[config.mk]
export PLATFORM = sky130hd
export DESIGN_NAME = dram_refresh_sched
export DESIGN_NICKNAME = d
export VERILOG_FILES = /design/src/rtl/refsched_pkg.sv /design/src/rtl/rfs_engine.sv /design/src/rtl/rfs_ext_guard.sv /design/src/rtl/rfs_row_count.sv /design/src/rtl/dram_refresh_sched.sv
export SDC_FILE = /design/constraint.sdc
export NUM_CORES = 1
export LEC_CHECK = 0
export BUFFER_PORTS_ARGS = -buffer_cell sky130_fd_sc_hd__buf_4
export CORE_MARGIN = 3
export CORE_UTILIZATION = 40
export DETAILED_ROUTE_END_ITERATION = 10
export PLACE_DENSITY = 0.58
export SETUP_SLACK_MARGIN = 0.5
export SLEW_MARGIN = 10
export SYNTH_ARGS = -nofsm -noshare
export SYNTH_HDL_FRONTEND = slang
export SYNTH_SLANG_ARGS = --single-unit
[constraint.sdc]
create_clock -name clk -period 1.5 [get_ports clk]
set_input_delay 0.075 -clock clk [delete_from_list [all_inputs] [get_ports clk]]
set_output_delay 0.075 -clock clk [all_outputs]
set_load 0.05 [all_outputs]
[src/rtl/refsched_pkg.sv]
package refsched_pkg;

   typedef enum logic [1:0] {
      RS_IDLE  = 2'd0,
      RS_HIDE  = 2'd1,
      RS_WAIT  = 2'd2,
      RS_FORCE = 2'd3
   } rs_state_e;

endpackage

[src/rtl/rfs_engine.sv]
module rfs_engine
   import refsched_pkg::*;
#(
   parameter int REF_CYC = 4
) (
   input  logic clk,
   input  logic rst_n,
   input  logic tick_i,
   input  logic as_i,
   input  logic ram_cs_i,
   input  logic ext_busy_i,
   input  logic bus_grant_i,
   output logic ref_active_o,
   output logic bus_req_o,
   output logic owe_o,
   output logic done_o
);

   localparam int CW = (REF_CYC > 1) ? $clog2(REF_CYC) : 1;
   localparam logic [CW-1:0] LAST = CW'(REF_CYC - 1);

   if (REF_CYC < 1) begin : g_bad_len
      $error("rfs_engine: REF_CYC must be at least 1");
   end

   rs_state_e      st_q, st_d;
   logic           pend_q, pend_d;
   logic [CW-1:0]  cnt_q, cnt_d;
   logic           spare_slot;

   // a strobe aimed elsewhere, with the external port quiet, can hide a refresh
   assign spare_slot = as_i & ~ram_cs_i & ~ext_busy_i;

   always_comb begin
      st_d   = st_q;
      pend_d = pend_q | tick_i;
      cnt_d  = cnt_q;
      unique case (st_q)
         RS_IDLE: begin
            if (pend_q && spare_slot) begin
               st_d   = RS_HIDE;
               cnt_d  = LAST;
               pend_d = tick_i;
            end else if (pend_q && tick_i) begin
               // interval closed with the refresh still owed: escalate, drop new tick
               st_d   = RS_WAIT;
               pend_d = 1'b0;
            end
         end
         RS_WAIT: begin
            if (bus_grant_i && !ext_busy_i) begin
               st_d  = RS_FORCE;
               cnt_d = LAST;
            end
         end
         default: begin
            if (cnt_q == '0) begin
               st_d = RS_IDLE;
            end else begin
               cnt_d = cnt_q - CW'(1);
            end
         end
      endcase
   end

   always_ff @(posedge clk) begin
      if (!rst_n) begin
         st_q   <= RS_IDLE;
         pend_q <= 1'b0;
         cnt_q  <= '0;
      end else begin
         st_q   <= st_d;
         pend_q <= pend_d;
         cnt_q  <= cnt_d;
      end
   end

   assign ref_active_o = (st_q == RS_HIDE) || (st_q == RS_FORCE);
   assign bus_req_o    = (st_q == RS_WAIT) || (st_q == RS_FORCE);
   assign owe_o        = pend_q || (st_q == RS_WAIT);
   assign done_o       = ref_active_o && (cnt_q == '0);

   // without a spare strobe an idle engine starts no hidden refresh
   a_r3_ram_hit_no_start: assert property (@(posedge clk) disable iff (!rst_n)
      (st_q == RS_IDLE && !(as_i && !ram_cs_i)) |=> !ref_active_o);

   // external port busy blocks any refresh start
   a_r11_ext_blocks_start: assert property (@(posedge clk) disable iff (!rst_n)
      (!ref_active_o && ext_busy_i) |=> !ref_active_o);

   // pending request holds and no refresh runs until the grant
   a_r5_req_holds: assert property (@(posedge clk) disable iff (!rst_n)
      (bus_req_o && !ref_active_o && !bus_grant_i) |=> (bus_req_o && !ref_active_o));

   // request and refresh end together
   a_r6_end_together: assert property (@(posedge clk) disable iff (!rst_n)
      (bus_req_o && ref_active_o) |=> (bus_req_o == ref_active_o));

   // a refresh that starts without a bus request came from a spare strobe
   a_r2_hidden_source: assert property (@(posedge clk) disable iff (!rst_n)
      ($rose(ref_active_o) && !bus_req_o) |-> $past(as_i && !ram_cs_i));

endmodule

[src/rtl/rfs_ext_guard.sv]
module rfs_ext_guard #(
   parameter int EXT_TMO = 8,
   parameter bit HAS_TMO = 1'b1
) (
   input  logic clk,
   input  logic rst_n,
   input  logic ext_req_i,
   input  logic tmo_en_i,
   input  logic owe_i,
   output logic ext_abort_o
);

   if (EXT_TMO < 1) begin : g_bad_tmo
      $error("rfs_ext_guard: EXT_TMO must be at least 1");
   end

   if (HAS_TMO) begin : g_tmo
      localparam int TW = $clog2(EXT_TMO + 1);
      localparam logic [TW-1:0] LIMIT = TW'(EXT_TMO);

      logic [TW-1:0] age_q;
      logic          abort_q;

      always_ff @(posedge clk) begin
         if (!rst_n) begin
            age_q   <= '0;
            abort_q <= 1'b0;
         end else begin
            if (!ext_req_i) begin
               age_q <= '0;
            end else if (age_q != LIMIT) begin
               age_q <= age_q + TW'(1);
            end
            abort_q <= tmo_en_i && ext_req_i && owe_i && (age_q == LIMIT);
         end
      end

      assign ext_abort_o = abort_q;

      // abort only when enabled and a refresh is owed
      a_r10_abort_gated: assert property (@(posedge clk) disable iff (!rst_n)
         ext_abort_o |-> $past(tmo_en_i && owe_i));

      // a freshly opened access is never aborted at once
      a_r9_no_early_abort: assert property (@(posedge clk) disable iff (!rst_n)
         $rose(ext_req_i) |=> !ext_abort_o);
   end else begin : g_none
      logic unused_guard;
      assign unused_guard = ^{clk, rst_n, ext_req_i, tmo_en_i, owe_i};
      assign ext_abort_o  = 1'b0;
   end

endmodule

[src/rtl/rfs_row_count.sv]
module rfs_row_count #(
   parameter int ROW_W = 7
) (
   input  logic             clk,
   input  logic             rst_n,
   input  logic             step_i,
   output logic [ROW_W-1:0] row_o
);

   if (ROW_W < 1) begin : g_bad_w
      $error("rfs_row_count: ROW_W must be at least 1");
   end

   logic [ROW_W-1:0] row_q;

   always_ff @(posedge clk) begin
      if (!rst_n) begin
         row_q <= '0;
      end else if (step_i) begin
         row_q <= row_q + ROW_W'(1);
      end
   end

   assign row_o = row_q;

endmodule

[src/rtl/dram_refresh_sched.sv]
module dram_refresh_sched #(
   parameter int REF_CYC = 4,
   parameter int EXT_TMO = 8,
   parameter int ROW_W   = 7,
   parameter bit HAS_TMO = 1'b1
) (
   input  logic             clk,
   input  logic             rst_n,
   input  logic             tick_i,
   input  logic             as_i,
   input  logic             ram_cs_i,
   input  logic             ext_req_i,
   input  logic             bus_grant_i,
   input  logic             tmo_en_i,
   output logic             ref_active_o,
   output logic             bus_req_o,
   output logic             ext_abort_o,
   output logic [ROW_W-1:0] row_o
);

   logic owe;
   logic done;

   rfs_engine #(
      .REF_CYC (REF_CYC)
   ) u_engine (
      .clk          (clk),
      .rst_n        (rst_n),
      .tick_i       (tick_i),
      .as_i         (as_i),
      .ram_cs_i     (ram_cs_i),
      .ext_busy_i   (ext_req_i),
      .bus_grant_i  (bus_grant_i),
      .ref_active_o (ref_active_o),
      .bus_req_o    (bus_req_o),
      .owe_o        (owe),
      .done_o       (done)
   );

   rfs_ext_guard #(
      .EXT_TMO (EXT_TMO),
      .HAS_TMO (HAS_TMO)
   ) u_guard (
      .clk         (clk),
      .rst_n       (rst_n),
      .ext_req_i   (ext_req_i),
      .tmo_en_i    (tmo_en_i),
      .owe_i       (owe),
      .ext_abort_o (ext_abort_o)
   );

   rfs_row_count #(
      .ROW_W (ROW_W)
   ) u_rows (
      .clk    (clk),
      .rst_n  (rst_n),
      .step_i (done),
      .row_o  (row_o)
   );

   // each finished refresh moves the row pointer by one
   a_r7_row_steps: assert property (@(posedge clk) disable iff (!rst_n)
      $fell(ref_active_o) |-> (row_o == $past(row_o) + ROW_W'(1)));

   // row pointer holds while a refresh is neither running nor ending
   a_r7_row_holds: assert property (@(posedge clk) disable iff (!rst_n)
      !ref_active_o |=> $stable(row_o));

endmodule

==> flow_summary.toml <==
[outcome]
outcome = "completed"

[power_and_ir_drop]
p_per_area_nw_per_um2 = 1380
peakVddDrop_mv = 0.811
p_leak_nw = 0.503

[cells_and_area]
post-route-util_pct = 64.4
antenna-diode-count = 0
area_growth_pct = 50.4
drive_above_1_share_pct = 54.1
fillers = 157
finalNonFillerCells = 149
fin_nets = 137

[setup_path]
crit_buf_inv = 1
start_kind = "flop"
timing.rr.end = "u_rows.row_o[5]$_SDFFE_PN0P_"
cp_cell_sequence = "inv_2 -> ha_4 -> nand3_4 -> or4_1 -> a21oi_2"
r2r_slack_ps = 220
cp_max_fo = 6
r2r-start = "u_engine.cnt_q[1]$_SDFFE_PN0P_"
r2r_cells = 5
crit_required_ps = 1720
path_delay_family = "simple AND/OR/NAND/NOR gates"
cp_slowest_cell = "or4_1"
cp-end-kind = "flop"
slowest_delay_ps = 420
cp_data_arrival_time_ps = 1500
critPathKind = "reg -> reg"

[synth]
synth_cell_types = 29
yosysTopAreaCell = "dfxtp_1"
seq_area_frac_synth_pct = 40.1
ys_dominant_reg_cell = "dfxtp_1"
synthArstFlopShare_pct = 0
synth_area_leaders = "dfxtp_1, ha_1, a21oi_1"
netlist_area_sq_um = 848
synth_edf_count = 0
ys_warn_count = 0
synth_area_per_cell_sq_um = 9.12
syn_inst = 93
synth_top_area_share_pct = 40.1
syn_nets = 107
synth-seq-cells = 17

[drt]
ant_nets = 0
dr_wl_met3_um = 66
wl_met2_um = 936
drc = 0
highest_layer = "met4"
drtPass1Iterations = 4
wl_mm = 1.86
via_count = 731
avgViaCountPerCell = 4.91
wl_per_cell_um = 12.5
drt-met1-wl_um = 852
drtIter0Drc = 6

[global_routing]
grt_pass1_wl_mm = 3.03
antenna_found_initial = 0
grt.total_usage_pct = 15.3
grt_max_degree = 11
gr-total-overflow = 0
grt_pass1_vias = 704

[sta]
fin_setup_tns_ps = 0
fin_crit_ps = 1280
max-slew-margin-rel_pct = 77.8
hold_violations = 0
period_share_pct = 85.2
setup_viol = 0
grt_setup_unrepaired = "true"
finClkSkew_ps = 2.74
finalMaxSlewViolations = 0
worstMarginPinSlew_ps = 333
fmax_ghz = 0.782

[placement]
port_buffers = 17
dp.cells = 134
finalWeightedCongestion = 0.709
hpwl_mm = 1.30

[min_path]
hold-path-endpoint = "u_engine.pend_q$_SDFF_PN0_"
min_from = "rst_n"
hp-class = "in -> reg"
hold_path_depth = 3

[clock_network]
root_buffer = "clkbuf_4"
cts.clk_slew.worst_paths_ps = 100
numCtsBuffers = 3
cts_tree = "done"
clock_latency_ps = 290
cts.path.max_buffers = 2
htree_levels = 1
clock_sinks = 17
ctsHoldBuffers = 0

[floorplan]
fp.dieH_um = 52.1
io_pins = 18
die-area_sq_um = 2710
core_sq_um = 1980
start_util_pct = 42.8
die_w_um = 52.1
row_count = 16

[run]
drv_cap = 0
-- synthesized netlist by cell type (2+ instances only) --
library cell and n:
a21oi_1 8, nor2_1 6, mux2i_1 2, o31ai_1 3, o21ai_0 3, inv_1 6
clkbuf_1 2, or4_1 2, or3_1 2, buf_4 2, nand2_1 9, nand3b_1 3
dfxtp_1 17, xor2_1 4, nand2b_1 2, nand3_1 4, ha_1 6
-- state kept, by name, summed over array words and instances, names as in the netlist --
name	cells
u_guard.ext_abort_o	1
u_engine.st_q	2
u_engine.pend_q	1
u_rows.row_o	7
u_engine.cnt_q	2
u_guard.g_tmo.age_q	4
-- per-stage QoR --
stage          area [sq um]  hold WS (ps)  power [mW]  setup slack (ps)
2_1_floorplan           945           184        1.17               204
3_3_place_gp           1080           354        1.29               244
3_5_place_dp           1080           348        1.29               227
4_1_cts                1190          36.5        1.67               230
5_1_grt                1280          48.2        1.88               165
6_report               1280          52.0        1.76               222
-- report_power, final --
group          leakage, nW  switching [mW]  internal [mW]
Clock               0.0177           0.147         0.0990
Sequential           0.146          0.0946          0.549
Combinational        0.339           0.422          0.449
Total                0.503           0.664           1.10
-- worst min-delay path: stages --
cell,delay (ps)
buf_4,140
nand2_1,60
a21oi_1,40
-- layout by cell type, fill, tap and decap left out, types with 2 or more instances in the layout --
cell,n
dfxtp_1,4
ha_1,2
inv_2,3
mux2i_1,2
or3_1,2
nand2_1,5
a21oi_2,2
dfxtp_4,8
ha_4,3
xor2_1,4
buf_8,2
buf_4,20
dfxtp_2,5
buf_6,5
nand3_1,4
o21ai_0,3
nand2_2,3
nor2_1,5
inv_1,2
o31ai_1,3
nand3b_1,3
clkbuf_4,3
a21oi_1,6
-- area by class of cell --
type	instances	area (sq um)	share of cell area, %
clock buffer	3	22.5	1.76
timing repair buffer	29	262	20.5
clock inverter	1	5.00	0.392
sequential	17	377	29.5
tap	27	33.8	2.65
inverter	7	28.8	2.25
multi-input combinational	65	548	42.9
-- routing by layer --
metal | vias up | GRT usage, %
li1 | 389 | -
met1 | 336 | 18.6
met2 | 4 | 24.9
met3 | 2 | 4.30
met4 | 0 | 6.55
met5 | - | 0
-- logic make-up (layout without fill, tap and decap cells) --
logic type | after synthesis | count (layout) | share of synthesized area [%]
DFF | 17 | 17 | 40.1
and+or+nand+nor | 33 | 33 | 23.0
AOI/OAI and AO/OA | 19 | 19 | 14.7
buffers and inverters | 11 | 40 | 5.75
xor gates and xnor gates | 5 | 5 | 5.16
muxes | 2 | 2 | 2.36
adders and majority gates | 6 | 6 | 8.85
-- worst max path at each step --
stage,end,slack [ps],from,depth (start not counted)
final,u_rows.row_o[5]$_SDFFE_PN0P_,220,u_engine.cnt_q[1]$_SDFFE_PN0P_,5
after global routing,u_rows.row_o[6]$_SDFFE_PN0P_,160,u_engine.cnt_q[0]$_SDFFE_PN0P_,5
after CTS,u_rows.row_o[5]$_SDFFE_PN0P_,230,u_engine.cnt_q[1]$_SDFFE_PN0P_,5
after detailed placement,u_rows.row_o[6]$_SDFFE_PN0P_,230,u_engine.cnt_q[0]$_SDFFE_PN0P_,5
after global placement,u_rows.row_o[5]$_SDFFE_PN0P_,240,u_engine.cnt_q[1]$_SDFFE_PN0P_,5
after floorplan,u_rows.row_o[6]$_SDFFE_PN0P_,200,u_rows.row_o[1]$_SDFFE_PN0P_,4
-- what timing repair did --
| item | 4_1_cts | 5_1_grt |
|---|---|---|
| buffers inserted | 7 | 4 |
| endpoints found under the setup margin | 14 | 18 |
| resized for setup | 9 | 13 |
| pin swaps | 3 | 7 |
No activity file was read; power rests on OpenSTA's default activity.
